[src/rtl/oneshot_timer.sv]
module oneshot_timer #(
  parameter int CW = 16
) (
  input  logic          clk,
  input  logic          rst_n,
  input  logic          load,
  input  logic [CW-1:0] din,
  input  logic          gate,
  output logic          out_n
);

  logic [CW-1:0] len_q;
  logic [CW-1:0] cnt_q;
  logic          armed_q;
  logic          busy_q;
  logic          gate_q;

  logic          rise;
  logic          fire;
  logic [CW-1:0] len_now;

  assign rise    = gate & ~gate_q;
  assign fire    = rise & (armed_q | load);
  assign len_now = load ? din : len_q;
  assign out_n   = ~busy_q;

  always_ff @(posedge clk) gate_q <= gate;

  always_ff @(posedge clk or negedge rst_n) begin
    if (!rst_n) begin
      len_q   <= '0;
      armed_q <= 1'b0;
    end else if (load) begin
      len_q   <= din;
      armed_q <= 1'b1;
    end
  end

  always_ff @(posedge clk or negedge rst_n) begin
    if (!rst_n) begin
      cnt_q  <= '0;
      busy_q <= 1'b0;
    end else if (fire) begin
      cnt_q  <= len_now;
      busy_q <= 1'b1;
    end else if (busy_q) begin
      cnt_q <= cnt_q - 1'b1;
      if (cnt_q == {{(CW-1){1'b0}}, 1'b1}) busy_q <= 1'b0;
    end
  end

endmodule

[config.mk]
export PLATFORM = sky130hd
export DESIGN_NAME = oneshot_timer
export DESIGN_NICKNAME = d
export VERILOG_FILES = /design/src/rtl/oneshot_timer.sv
export SDC_FILE = /design/constraint.sdc
export NUM_CORES = 1
export LEC_CHECK = 0
export BUFFER_PORTS_ARGS = -buffer_cell sky130_fd_sc_hd__clkbuf_2
export CORE_MARGIN = 2
export CORE_UTILIZATION = 50
export CTS_CLUSTER_SIZE = 40
export DETAILED_ROUTE_END_ITERATION = 10
export PLACE_DENSITY = 0.7
export SETUP_SLACK_MARGIN = 0.15
export SLEW_MARGIN = 20
export SYNTH_ARGS = -nofsm -noshare
export SYNTH_HDL_FRONTEND = slang
export SYNTH_SLANG_ARGS = --single-unit
[constraint.sdc]
create_clock -name clk -period 1.8 [get_ports clk]
set_input_delay 0.36 -clock clk [delete_from_list [all_inputs] [get_ports clk]]
set_output_delay 0.36 -clock clk [all_outputs]
set_load 0.05 [all_outputs]
# Word-level counts from Yosys, hierarchy flattened
# Index checks and enable logic that the tools add are counted.
dict set report classes {
  n_addsub 1
  mul 0
  div 0
  magnitude_cmp 0
  n_eq_ne 1
  shift 0
  n_mux 6
  bitwise_logic 5
  reduce_logical 1
}
# cell n
set op_table {}
lappend op_table {{$mux 16} 3}
lappend op_table {{$eq 16x1->1 const B} 1}
lappend op_table {{$sub 16x1->16 const B} 1}
lappend op_table {{$mux 1} 3}
lappend op_table {{$and 1x1->1} 2}
lappend op_table {{$not 1->1} 2}
lappend op_table {{$reduce_bool 2->1} 1}
lappend op_table {{$or 1x1->1} 1}
dict set report totals {
  register_bits 35
  latchBits 0
  ram_bits 0
  rom_bits 0
  inputBits 20
  out_inout_bits 1
  elab_cells 19
  n_memories 0
}

# Depth between registers and ports, before layout
# Gate-level depths: netlist of run 1.
dict set report logic_depth {
  depth_word 4
  ltp_mapped 7
  mapped_depth_nobuf 6
}

# Least setup slack after synthesis of run 1
# OpenSTA, ideal clock, no wires.
dict set report synth_timing {
  path_kind {register to register}
  from {register cnt_q[0]}
  to {register cnt_q[14]}
  arrival_time_ns 1.501
  path_slack_ns 0.217
  path_stages_with_launch 8
  period_less_slack_ns 1.583
  cell_sequence {dfrtp_1 > inv_1 > ha_1 > and2_0 > buf_2 > nand3_2 > or4_1 > a31oi_1}
}
dict set report synth_between {
  elab_chain_len 3
}
# element line_no
set synth_rtl {}
lappend synth_rtl {{start: declaration} 13} ;# logic [CW-1:0] cnt_q;
lappend synth_rtl {{start signal: assignment} 44} ;# cnt_q <= len_now;
lappend synth_rtl {{start signal: assignment} 47} ;# cnt_q <= cnt_q - 1'b1;
lappend synth_rtl {{$sub 16x1->16} 47}
lappend synth_rtl {{$mux 16} 46} ;# end else if (busy_q) begin
lappend synth_rtl {{$mux 16} 43} ;# end else if (fire) begin
# No other way between the ends. The select of a mux whose other input is x is not followed.
# A chain may end at the register's enable or synchronous reset.

# Worst setup path in the final report of run 1
dict set report layout_timing {
  from {register cnt_q[8]}
  to {register cnt_q[14]}
}
# The elaborated chain is that of the path after synthesis.

==> implementation parameters, run 1 <==
Parameter                              Value

Floorplanning
  Width of the die    61.0 um
  Floorplan Core Area    3080 um^2
  Die span in y    61.0 um
  Ports placed on the boundary    21
  Total die area    3710 um^2
  Std-Cell Rows    20
  Initial standard-cell utilization of the core    0.527

Timing
  Hold Fails Final Rpt    0
  Clk_skew    0.00589 ns
  Measured slew at the worst slew-check pin    0.425 ns
  Max frequency    0.606 GHz
  Final-report setup violation count    0
  RSZ-0062 raised after global routing    true
  Post-layout min period    1.65 ns
  TNS Setup    0 ns
  Tightest slew margin relative to the limit    0.717
  Number of slew-limit violations in the final report    0
  Final period util    0.917

Route
  # DRC    0
  DR vias    1163
  Top layer reached by signal wires    met4
  Met3 wire length    112 um
  Overall routed net length    2.91 mm
  Pre-Repair DR Iteration Count    4
  Detail Route met2 WL    1.36 mm
  Residual antenna-violating net count after detailed routing    0
  Number of vias per cell after detailed routing    5.31
  Average wire length per cell after detail routing    13.3 um
  Initial DRC Count    33
  Length of routed wiring on met1    1.40 mm

Yosys
  Mean instance size in the synthesized netlist    11.2 um^2
  Synth Net Count    167
  Cell type contributing the most total cell area after synthesis    dfrtp_1
  Async set-or-reset flop fraction in the synthesized netlist    0.971
  Synth top area cells    dfrtp_1, mux2_2, o21ai_0
  Share of synthesized cell area in and, or, nand and nor gates    0.188
  Area share of the leading cell type in the synthesized netlist    0.525
  Combinational family with the most area after synthesis    simple AND/OR/NAND/NOR gates
  Most numerous cell types in the synthesized netlist    dfrtp_1, nand2_1, mux2_2, o21ai_0, nor2_1
  Synthesized-area fraction occupied by adder cells    0.0154
  Number of instances in the synthesized netlist    145
  Cell area after synthesis    1620 um^2
  Number of flops mapped to enable cells by yosys    0
  Yosys warning count    0
  Share of the synthesized netlist area taken by xor and xnor gates    0.0486
  Post-synthesis cell type count    33
  Count leader, synth    dfrtp_1
  Fraction of the mapped netlist area in compound gates    0.0725
  Flops & latches, synth    35
  Multiplexer share of the synthesized area    0.111
  Synth Flop Type    dfrtp_1
  Sequential-to-total area share from yosys stat    0.537

Critical path
  Crit Path Max Fanout    5
  Register-to-register setup slack    0.15 ns
  Critical path start-end classification    reg -> reg
  R2R cell count    4
  Nature of the critical path endpoint    flip-flop
  Arr. time, crit path    1.92 ns
  Startpoint type of the worst setup path    flip-flop
  Reg-to-Reg End    cnt_q[14]$_DFFE_PN0P_
  Reg2reg start    cnt_q[8]$_DFFE_PN0P_
  Required @ worst endpoint    2.07 ns

CTS
  Clock tree from TritonCTS    done
  Number of buffers created by CTS    5
  Hold_buf cts    0
  Sink Count    35
  H-Tree Level Count    2
  Later-pin clock latency in the skew report    0.34 ns
  Clock transition at path regs    0.11 ns
  Root Buffer    clkbuf_4
  Maximum count of clock buffers along a single path    2

Place
  Number of placed instances with taps included    208
  RePlAce Congestion    0.895
  DP Wirelength    2.06 mm
  Port bufs    20

Cells and area
  Layout-stage area growth over the synthesis result    17.4%
  Final Non-Filler Cells    219
  Nets    196
  Share of final-layout standard cells stronger than drive strength 1    0.349
  Sequential standard cell area    871 um^2
  Filler instances    270
  End-of-flow core utilization    0.618
  Antenna cells    0
  Combined area of the multi-input logic cells    719 um^2

Min path
  Class of the most critical hold timing path    in -> async

Global routing
  Number of antenna violations at the first check in global routing    0
  Global-route wire length before repair    5.05 mm
  Largest net degree at the start of global routing    35
  Vias in the first global route    1139
  Overall track demand over capacity in global routing    0.189
  Remaining global-route overflow    0

Pwr
  Highest ir drop seen on vdd    0.509 mV
  Power density over the cells    1160 nW/um^2
  Leak Pwr    0.815 nW

Outcome
  Run status    complete, no violations

Flow run
  Max Cap Violations    0
critical path: stages, from the launching register on:
cell	delay (ns)
dfrtp_1	0.47
nor4_4	0.35
nand2_2	0.11
or4_1	0.48
a31oi_1	0.17
per-layer routing:
metal	vias to the layer above	global-route usage
met5	-	0
met4	0	0.0652
met3	3	0.0704
met2	22	0.296
met1	577	0.244
li1	561	-
layout by cell type (no fill, tap or decap), types with 3 or more instances in the layout:
| master | n |
|---|---|
| dfrtp_1 | 34 |
| clkbuf_2 | 20 |
| nand2_1 | 18 |
| mux2_2 | 16 |
| o21ai_0 | 14 |
| nor2_1 | 8 |
| buf_4 | 8 |
| xor2_1 | 6 |
| clkbuf_4 | 5 |
| a31oi_1 | 4 |
| inv_1 | 3 |
| nand3_1 | 3 |
| or4_1 | 3 |
| nand4_1 | 3 |
| xnor2_1 | 3 |
metrics by stage:
step	hold slack, ns	cell area (um^2)	power (W)	worst slack, ns
finish	0.0309	1900	0.00220	0.150
global route	0.0563	1900	0.00234	0.0743
CTS	0.0368	1890	0.00220	0.155
detailed placement	0.413	1780	0.00158	0.166
global placement	0.407	1780	0.00156	0.165
floorplan	0.0644	1620	0.00141	0.217
sequential cells by signal (all words and copies together), names as in the netlist:
register	count
busy_q	1
armed_q	1
len_q	16
gate_q	1
cnt_q	16
layout make-up:
| class | count | share of cell area |
|---|---|---|
| flip-flops and latches | 35 | 0.458 |
| repair buffers | 28 | 0.0842 |
| clock buffers | 6 | 0.0270 |
| clock inverters | 2 | 0.0184 |
| multi-input cells | 101 | 0.378 |
| well taps | 44 | 0.0289 |
| inverters | 3 | 0.00592 |
timing repair:
action / in CTS / in global routing
endpoints found under the setup margin: 3 / 5
setup buffers: 2 / 1
gates resized for setup: 1 / 3
pin swaps: 2 / 0
how the worst max path moves through the flow:
stage / from / endpoint / slack, ns / cells past startpoint
2_1_floorplan: cnt_q[0]$_DFFE_PN0P_ / cnt_q[14]$_DFFE_PN0P_ / 0.22 / 7
3_3_place_gp: cnt_q[5]$_DFFE_PN0P_ / cnt_q[13]$_DFFE_PN0P_ / 0.16 / 4
3_5_place_dp: cnt_q[10]$_DFFE_PN0P_ / cnt_q[14]$_DFFE_PN0P_ / 0.17 / 4
4_1_cts: cnt_q[0]$_DFFE_PN0P_ / cnt_q[14]$_DFFE_PN0P_ / 0.15 / 6
5_1_grt: cnt_q[8]$_DFFE_PN0P_ / cnt_q[14]$_DFFE_PN0P_ / 0.07 / 4
6_report: cnt_q[8]$_DFFE_PN0P_ / cnt_q[14]$_DFFE_PN0P_ / 0.15 / 4
report_power, final:
part	internal (W)	switching, W	total (W)
Sequential	0.000928	0.000159	0.00109
Combinational	0.000261	0.000262	0.000523
Clock	0.000328	0.000264	0.000592
Total	0.00152	0.000685	0.00220
kinds of logic (layout without fill, tap and decap cells):
family	Yosys count	in the layout
XOR/XNOR	9	9
flip-flops	35	35
multiplexers	16	16
AND/OR/NAND/NOR	53	53
AO/OA/AOI/OAI	21	21
buffers and inverters	9	39
adder cells (fa/ha/maj)	2	2
No activity file was read; power rests on OpenSTA's default activity.
==> run 2: changes to the inputs <==
--- a/config.mk
+++ b/config.mk
@@ -5,12 +5,12 @@
 export SDC_FILE = /design/constraint.sdc
 export NUM_CORES = 1
 export LEC_CHECK = 0
-export BUFFER_PORTS_ARGS = -buffer_cell sky130_fd_sc_hd__clkbuf_2
+export BUFFER_PORTS_ARGS = -buffer_cell sky130_fd_sc_hd__buf_2
 export CORE_MARGIN = 2
 export CORE_UTILIZATION = 50
 export CTS_CLUSTER_SIZE = 40
 export DETAILED_ROUTE_END_ITERATION = 10
-export PLACE_DENSITY = 0.7
+export PLACE_DENSITY = 0.68
 export SETUP_SLACK_MARGIN = 0.15
 export SLEW_MARGIN = 20
 export SYNTH_ARGS = -nofsm -noshare
==> constraint.sdc (replaced) <==
create_clock -name clk -period 1.8 [get_ports clk]
set_input_delay 0.36 -clock clk [delete_from_list [all_inputs] [get_ports clk]]
set_output_delay 0.36 -clock clk [all_outputs]
set_load 0.1 [all_outputs]
==> run 2 against run 1 <==
  * Die area stayed put
  * Critical path type unchanged
  * Register-to-register slack worse by 0.06 ns
  * Fmax is 3.7% lower
  * Routed wire length is 4.4% higher
  * Non-clock buffer count is 7 higher
  * Global-route usage is 0.10 points higher
==> implementation parameters, run 2 (synthesis gave the netlist of run 1 again) <==
Parameter                              Value

Timing
  Measured slew at the worst slew-check pin    0.733 ns
  TNS Setup    0 ns
  Final-report setup violation count    0
  Worst hold margin    0.0744 ns
  RSZ-0062 raised after global routing    true
  Final period util    0.952
  Hold Fails Final Rpt    0
  Number of slew-limit violations in the final report    0
  Post-layout min period    1.71 ns
  Tightest slew margin relative to the limit    0.512
  Clk_skew    0.00644 ns
  Max frequency    0.584 GHz

CTS
  Later-pin clock latency in the skew report    0.34 ns
  Number of buffers created by CTS    5
  Clock transition at path regs    0.10 ns
  Root Buffer    clkbuf_4
  Maximum count of clock buffers along a single path    2
  H-Tree Level Count    2
  Hold_buf cts    0
  Sink Count    35
  Clock tree from TritonCTS    done

Outcome
  Run status    complete, no violations

Flow run
  Max Cap Violations    0

Critical path
  R2R cell count    6
  List of cells traversed by the critical path    inv_1, ha_1, and2_4, nand3_2, or4_1, a31oi_1
  Longest individual stage delay on the worst path    0.50 ns
  Reg-to-Reg End    cnt_q[14]$_DFFE_PN0P_
  Nature of the critical path endpoint    flip-flop
  Critical path start-end classification    reg -> reg
  CP top delay family    simple AND/OR/NAND/NOR gates
  Required @ worst endpoint    2.06 ns
  Startpoint type of the worst setup path    flip-flop
  Crit Path Max Fanout    4
  Arr. time, crit path    1.97 ns
  Register-to-register setup slack    0.09 ns
  Reg2reg start    cnt_q[0]$_DFFE_PN0P_
  Crit path buf inv count    1
  Cell at the slowest stage of the critical path    or4_1

Global routing
  Remaining global-route overflow    0
  Overall track demand over capacity in global routing    0.191
  Largest net degree at the start of global routing    35
  Vias in the first global route    1184
  Global-route wire length before repair    5.02 mm
  Number of antenna violations at the first check in global routing    0

Place
  Port bufs    20
  RePlAce Congestion    0.758
  DP Wirelength    2.10 mm

Cells and area
  Share of final-layout standard cells stronger than drive strength 1    0.368
  Antenna cells    0
  Most frequent standard cell in the layout excluding fill and tap cells    dfrtp_1
  Sequential standard cell area    872 um^2
  Filler instances    264
  Largest registers in the final layout    cnt_q (16), len_q (16)
  Layout-stage area growth over the synthesis result    18.8%
  Top library cells by usage in the layout, fill and taps aside    dfrtp_1, buf_2, nand2_1, mux2_2, o21ai_0
  Combined area of the multi-input logic cells    716 um^2
  Nets    203

Pwr
  Leak Pwr    0.828 nW
  Cell internal power dissipation    0.00140 W
  Sequential power share    0.514
  Power density over the cells    1070 nW/um^2
  Clk pwr share    0.195
  Combinational cell fraction of total power    0.291
  Switching portion of total power    0.320
  Net Switching    0.000660 W
  Highest ir drop seen on vdd    0.484 mV
  Total power    0.00206 W

Route
  # DRC    0
  DR vias    1156
  Overall routed net length    3.03 mm
  Pre-Repair DR Iteration Count    4
  Number of vias per cell after detailed routing    5.12
  Initial DRC Count    28
  Average wire length per cell after detail routing    13.4 um
  Residual antenna-violating net count after detailed routing    0

Floorplanning
  Std-Cell Rows    20
  Total die area    3710 um^2
  Ports placed on the boundary    21
  Die span in y    61.0 um
  Floorplan Core Area    3080 um^2
  Width of the die    61.0 um
  Initial standard-cell utilization of the core    0.527

Min path
  Class of the most critical hold timing path    in -> async
run 2: area by class of cell:
cell class / count / area share
multi-input cells: 101 / 0.372
well taps: 44 / 0.0286
flip-flops and latches: 35 / 0.453
repair buffers: 35 / 0.116
inverters: 3 / 0.00585
clock buffers: 8 / 0.0253
run 2: worst max path at each step:
stage | startpoint | endpoint | slack, ns | cells after the start
after floorplan | cnt_q[0]$_DFFE_PN0P_ | cnt_q[14]$_DFFE_PN0P_ | 0.22 | 7
after global placement | cnt_q[10]$_DFFE_PN0P_ | cnt_q[14]$_DFFE_PN0P_ | 0.21 | 4
after detailed placement | cnt_q[9]$_DFFE_PN0P_ | cnt_q[14]$_DFFE_PN0P_ | 0.15 | 4
after CTS | cnt_q[9]$_DFFE_PN0P_ | cnt_q[14]$_DFFE_PN0P_ | 0.12 | 4
after global routing | cnt_q[0]$_DFFE_PN0P_ | cnt_q[14]$_DFFE_PN0P_ | 0.03 | 6
final | cnt_q[0]$_DFFE_PN0P_ | cnt_q[14]$_DFFE_PN0P_ | 0.09 | 6
run 2: power by group through the flow:
stage          sequential [W]  clock, W  combinational, W
5_1_grt               0.00109  0.000442          0.000676
3_3_place_gp          0.00108         0          0.000485
3_5_place_dp          0.00108         0          0.000511
6_report              0.00106  0.000402          0.000599
4_1_cts               0.00106  0.000416          0.000538
2_1_floorplan         0.00106         0          0.000357
run 2: what timing repair did:
| action | CTS | global route |
|---|---|---|
| setup endpoints to repair | 1 | 5 |
| pin swaps | 1 | 6 |
| resized for setup | 1 | 7 |
| setup buffers | 2 | 7 |
run 2: per-stage QoR:
step	std cells	util	cell area (um^2)	setup WS, ns
floorplan	145	-	1620	0.217
global placement	209	0.581	1790	0.212
detailed placement	209	0.581	1790	0.153
CTS	219	0.602	1850	0.122
global route	226	0.626	1930	0.0258
finish	226	0.626	1930	0.0867
run 2: routing by layer:
layer / global-route usage / vias up / part of all wire
met1: 0.232 / 555 / 0.45
met2: 0.318 / 15 / 0.49
met5: 0 / - / 0
li1: - / 580 / -
met3: 0.0512 / 6 / 0.036
met4: 0.0839 / 0 / 0.018
==> run 3: changes to the inputs <==
==> constraint.sdc (replaced) <==
create_clock -name clk -period 2.1 [get_ports clk]
set_input_delay 0.42 -clock clk [delete_from_list [all_inputs] [get_ports clk]]
set_output_delay 0.42 -clock clk [all_outputs]
set_load 0.1 [all_outputs]
==> run 3 against run 2 <==
  * Via count is 1.1% lower
  * Global-route usage down 0.38 points
  * Critical endpoint unchanged
  * Die area stayed put
  * Clock skew grew 0.0060 ns
  * Hold slack better by 0.053 ns
  * Critical path depth is the same
  * Core utilization is 3.8 points lower
  * Fmax is 2.1% lower
  * First-iteration DRC count grew 7.1%
  * Final cell count shrank 6.6%
  * Routed wire length is 8.6% lower
  * Setup slack improved by 0.26 ns
  * Largest cell class unchanged
==> implementation parameters, run 3 (synthesis gave the netlist of run 1 again) <==
Parameter                              Value

Outcome
  Run status    complete, no violations

Min path
  Class of the most critical hold timing path    in -> async

Timing
  Final period util    0.834
  Post-layout min period    1.75 ns
  TNS Setup    0 ns
  Clk_skew    0.0125 ns
  RSZ-0062 raised after global routing    false
  Measured slew at the worst slew-check pin    0.737 ns
  Tightest slew margin relative to the limit    0.508
  Number of slew-limit violations in the final report    0
  Final-report setup violation count    0
  Hold Fails Final Rpt    0
  Max frequency    0.571 GHz

Global routing
  Overall track demand over capacity in global routing    0.187
  Global-route wire length before repair    4.92 mm
  Vias in the first global route    1128
  Number of antenna violations at the first check in global routing    0
  Largest net degree at the start of global routing    35
  Remaining global-route overflow    0

CTS
  Clock transition at path regs    0.10 ns
  Clock tree from TritonCTS    done
  Sink Count    35
  Number of buffers created by CTS    5
  Later-pin clock latency in the skew report    0.34 ns
  Buffers inserted by post-CTS timing repair    0
  Hold_buf cts    0
  Maximum count of clock buffers along a single path    2
  H-Tree Level Count    2
  Root Buffer    clkbuf_4

Floorplanning
  Die span in y    61.0 um
  Total die area    3710 um^2
  Ports placed on the boundary    21
  Floorplan Core Area    3080 um^2
  Std-Cell Rows    20
  Width of the die    61.0 um
  Initial standard-cell utilization of the core    0.527

Cells and area
  Share of final-layout standard cells stronger than drive strength 1    0.305
  Most frequent standard cell in the layout excluding fill and tap cells    dfrtp_1
  Top library cells by usage in the layout, fill and taps aside    dfrtp_1, buf_2, nand2_1, mux2_2, o21ai_0
  Antenna cells    0
  Nets    189
  Largest registers in the final layout    cnt_q (16), len_q (16)
  Final Non-Filler Cells    211
  Layout-stage area growth over the synthesis result    11.5%

Critical path
  Startpoint type of the worst setup path    flip-flop
  Arr. time, crit path    2.01 ns
  Critical path start-end classification    reg -> reg
  Reg2reg start    cnt_q[0]$_DFFE_PN0P_
  Required @ worst endpoint    2.36 ns
  Nature of the critical path endpoint    flip-flop
  Launching instance or port of the critical path    cnt_q[0]$_DFFE_PN0P_
  Crit Path Max Fanout    7

Place
  Number of placed instances with taps included    204
  DP Wirelength    1.97 mm
  RePlAce Congestion    0.813
  Port bufs    20

Route
  Residual antenna-violating net count after detailed routing    0
  Average wire length per cell after detail routing    13.1 um
  # DRC    0
  Initial DRC Count    30
  DR vias    1143
  Overall routed net length    2.77 mm
  Number of vias per cell after detailed routing    5.42
  Pre-Repair DR Iteration Count    4

Pwr
  Highest ir drop seen on vdd    0.448 mV
  Power density over the cells    926 nW/um^2
  Leak Pwr    0.762 nW

Flow run
  Max Cap Violations    0
==> run 3: cell type report <==
class / instances / area [um^2]
Sequential cell: 35 / 871
Inverter: 3 / 11.3
Multi-Input combinational cell: 101 / 707
Clock inverter: 1 / 5.00
Tap cell: 44 / 55.1
Timing Repair Buffer: 21 / 108
Fill cell: 275 / 1270
Clock buffer: 6 / 51.3
==> run 3: critical path: stages (launching register included) <==
cell and delay (ns):
dfrtp_1 0.44, inv_1 0.08, ha_1 0.14, and2_1 0.24, nand3_2 0.17, or4_1 0.45
a31oi_1 0.18
==> run 3: path summary, 6_finish.rpt <==
path	slack (ns)	cells after the start	end
worst max-delay path	0.35	6	cnt_q[14]$_DFFE_PN0P_
worst min-delay path	0.13	1	len_q[8]$_DFF_PN0_
worst max register to register	0.35	6	cnt_q[14]$_DFFE_PN0P_
worst min register to register	0.49	1	armed_q$_DFFE_PN0P_
max in group asynchronous	1.49	1	cnt_q[1]$_DFFE_PN0P_
min in group clk	0.19	1	gate_q$_DFF_P_
==> run 3: what timing repair did <==
action,CTS,global route
setup endpoints to repair,0,1
gates resized for setup,0,1
endpoints found under the hold margin,0,0
==> run 3: routing by layer <==
layer / GRT usage / part of all wire / vias to the layer above
met5: 0 / 0 / -
met4: 0.102 / 0.023 / 0
met3: 0.0512 / 0.034 / 7
met2: 0.290 / 0.48 / 16
met1: 0.236 / 0.47 / 570
li1: - / - / 550
==> run 3: metrics by stage <==
stage                     setup slack, ns  hold slack [ns]  utilization  power (W)  cell area, um^2
final                               0.349            0.128        0.587    0.00167             1810
after global routing                0.186            0.178        0.587    0.00179             1810
after CTS                           0.262            0.153        0.587    0.00169             1810
after detailed placement            0.267            0.461        0.569    0.00132             1750
after global placement              0.390            0.457        0.569    0.00130             1750
after floorplan                     0.517            0.124            -    0.00121             1620
==> run 3: power breakdown <==
part           total (W)  internal [W]  switching (W)
combinational   0.000387      0.000180       0.000207
clock           0.000367      0.000155       0.000212
sequential      0.000920      0.000796       0.000124
total            0.00167       0.00113       0.000543
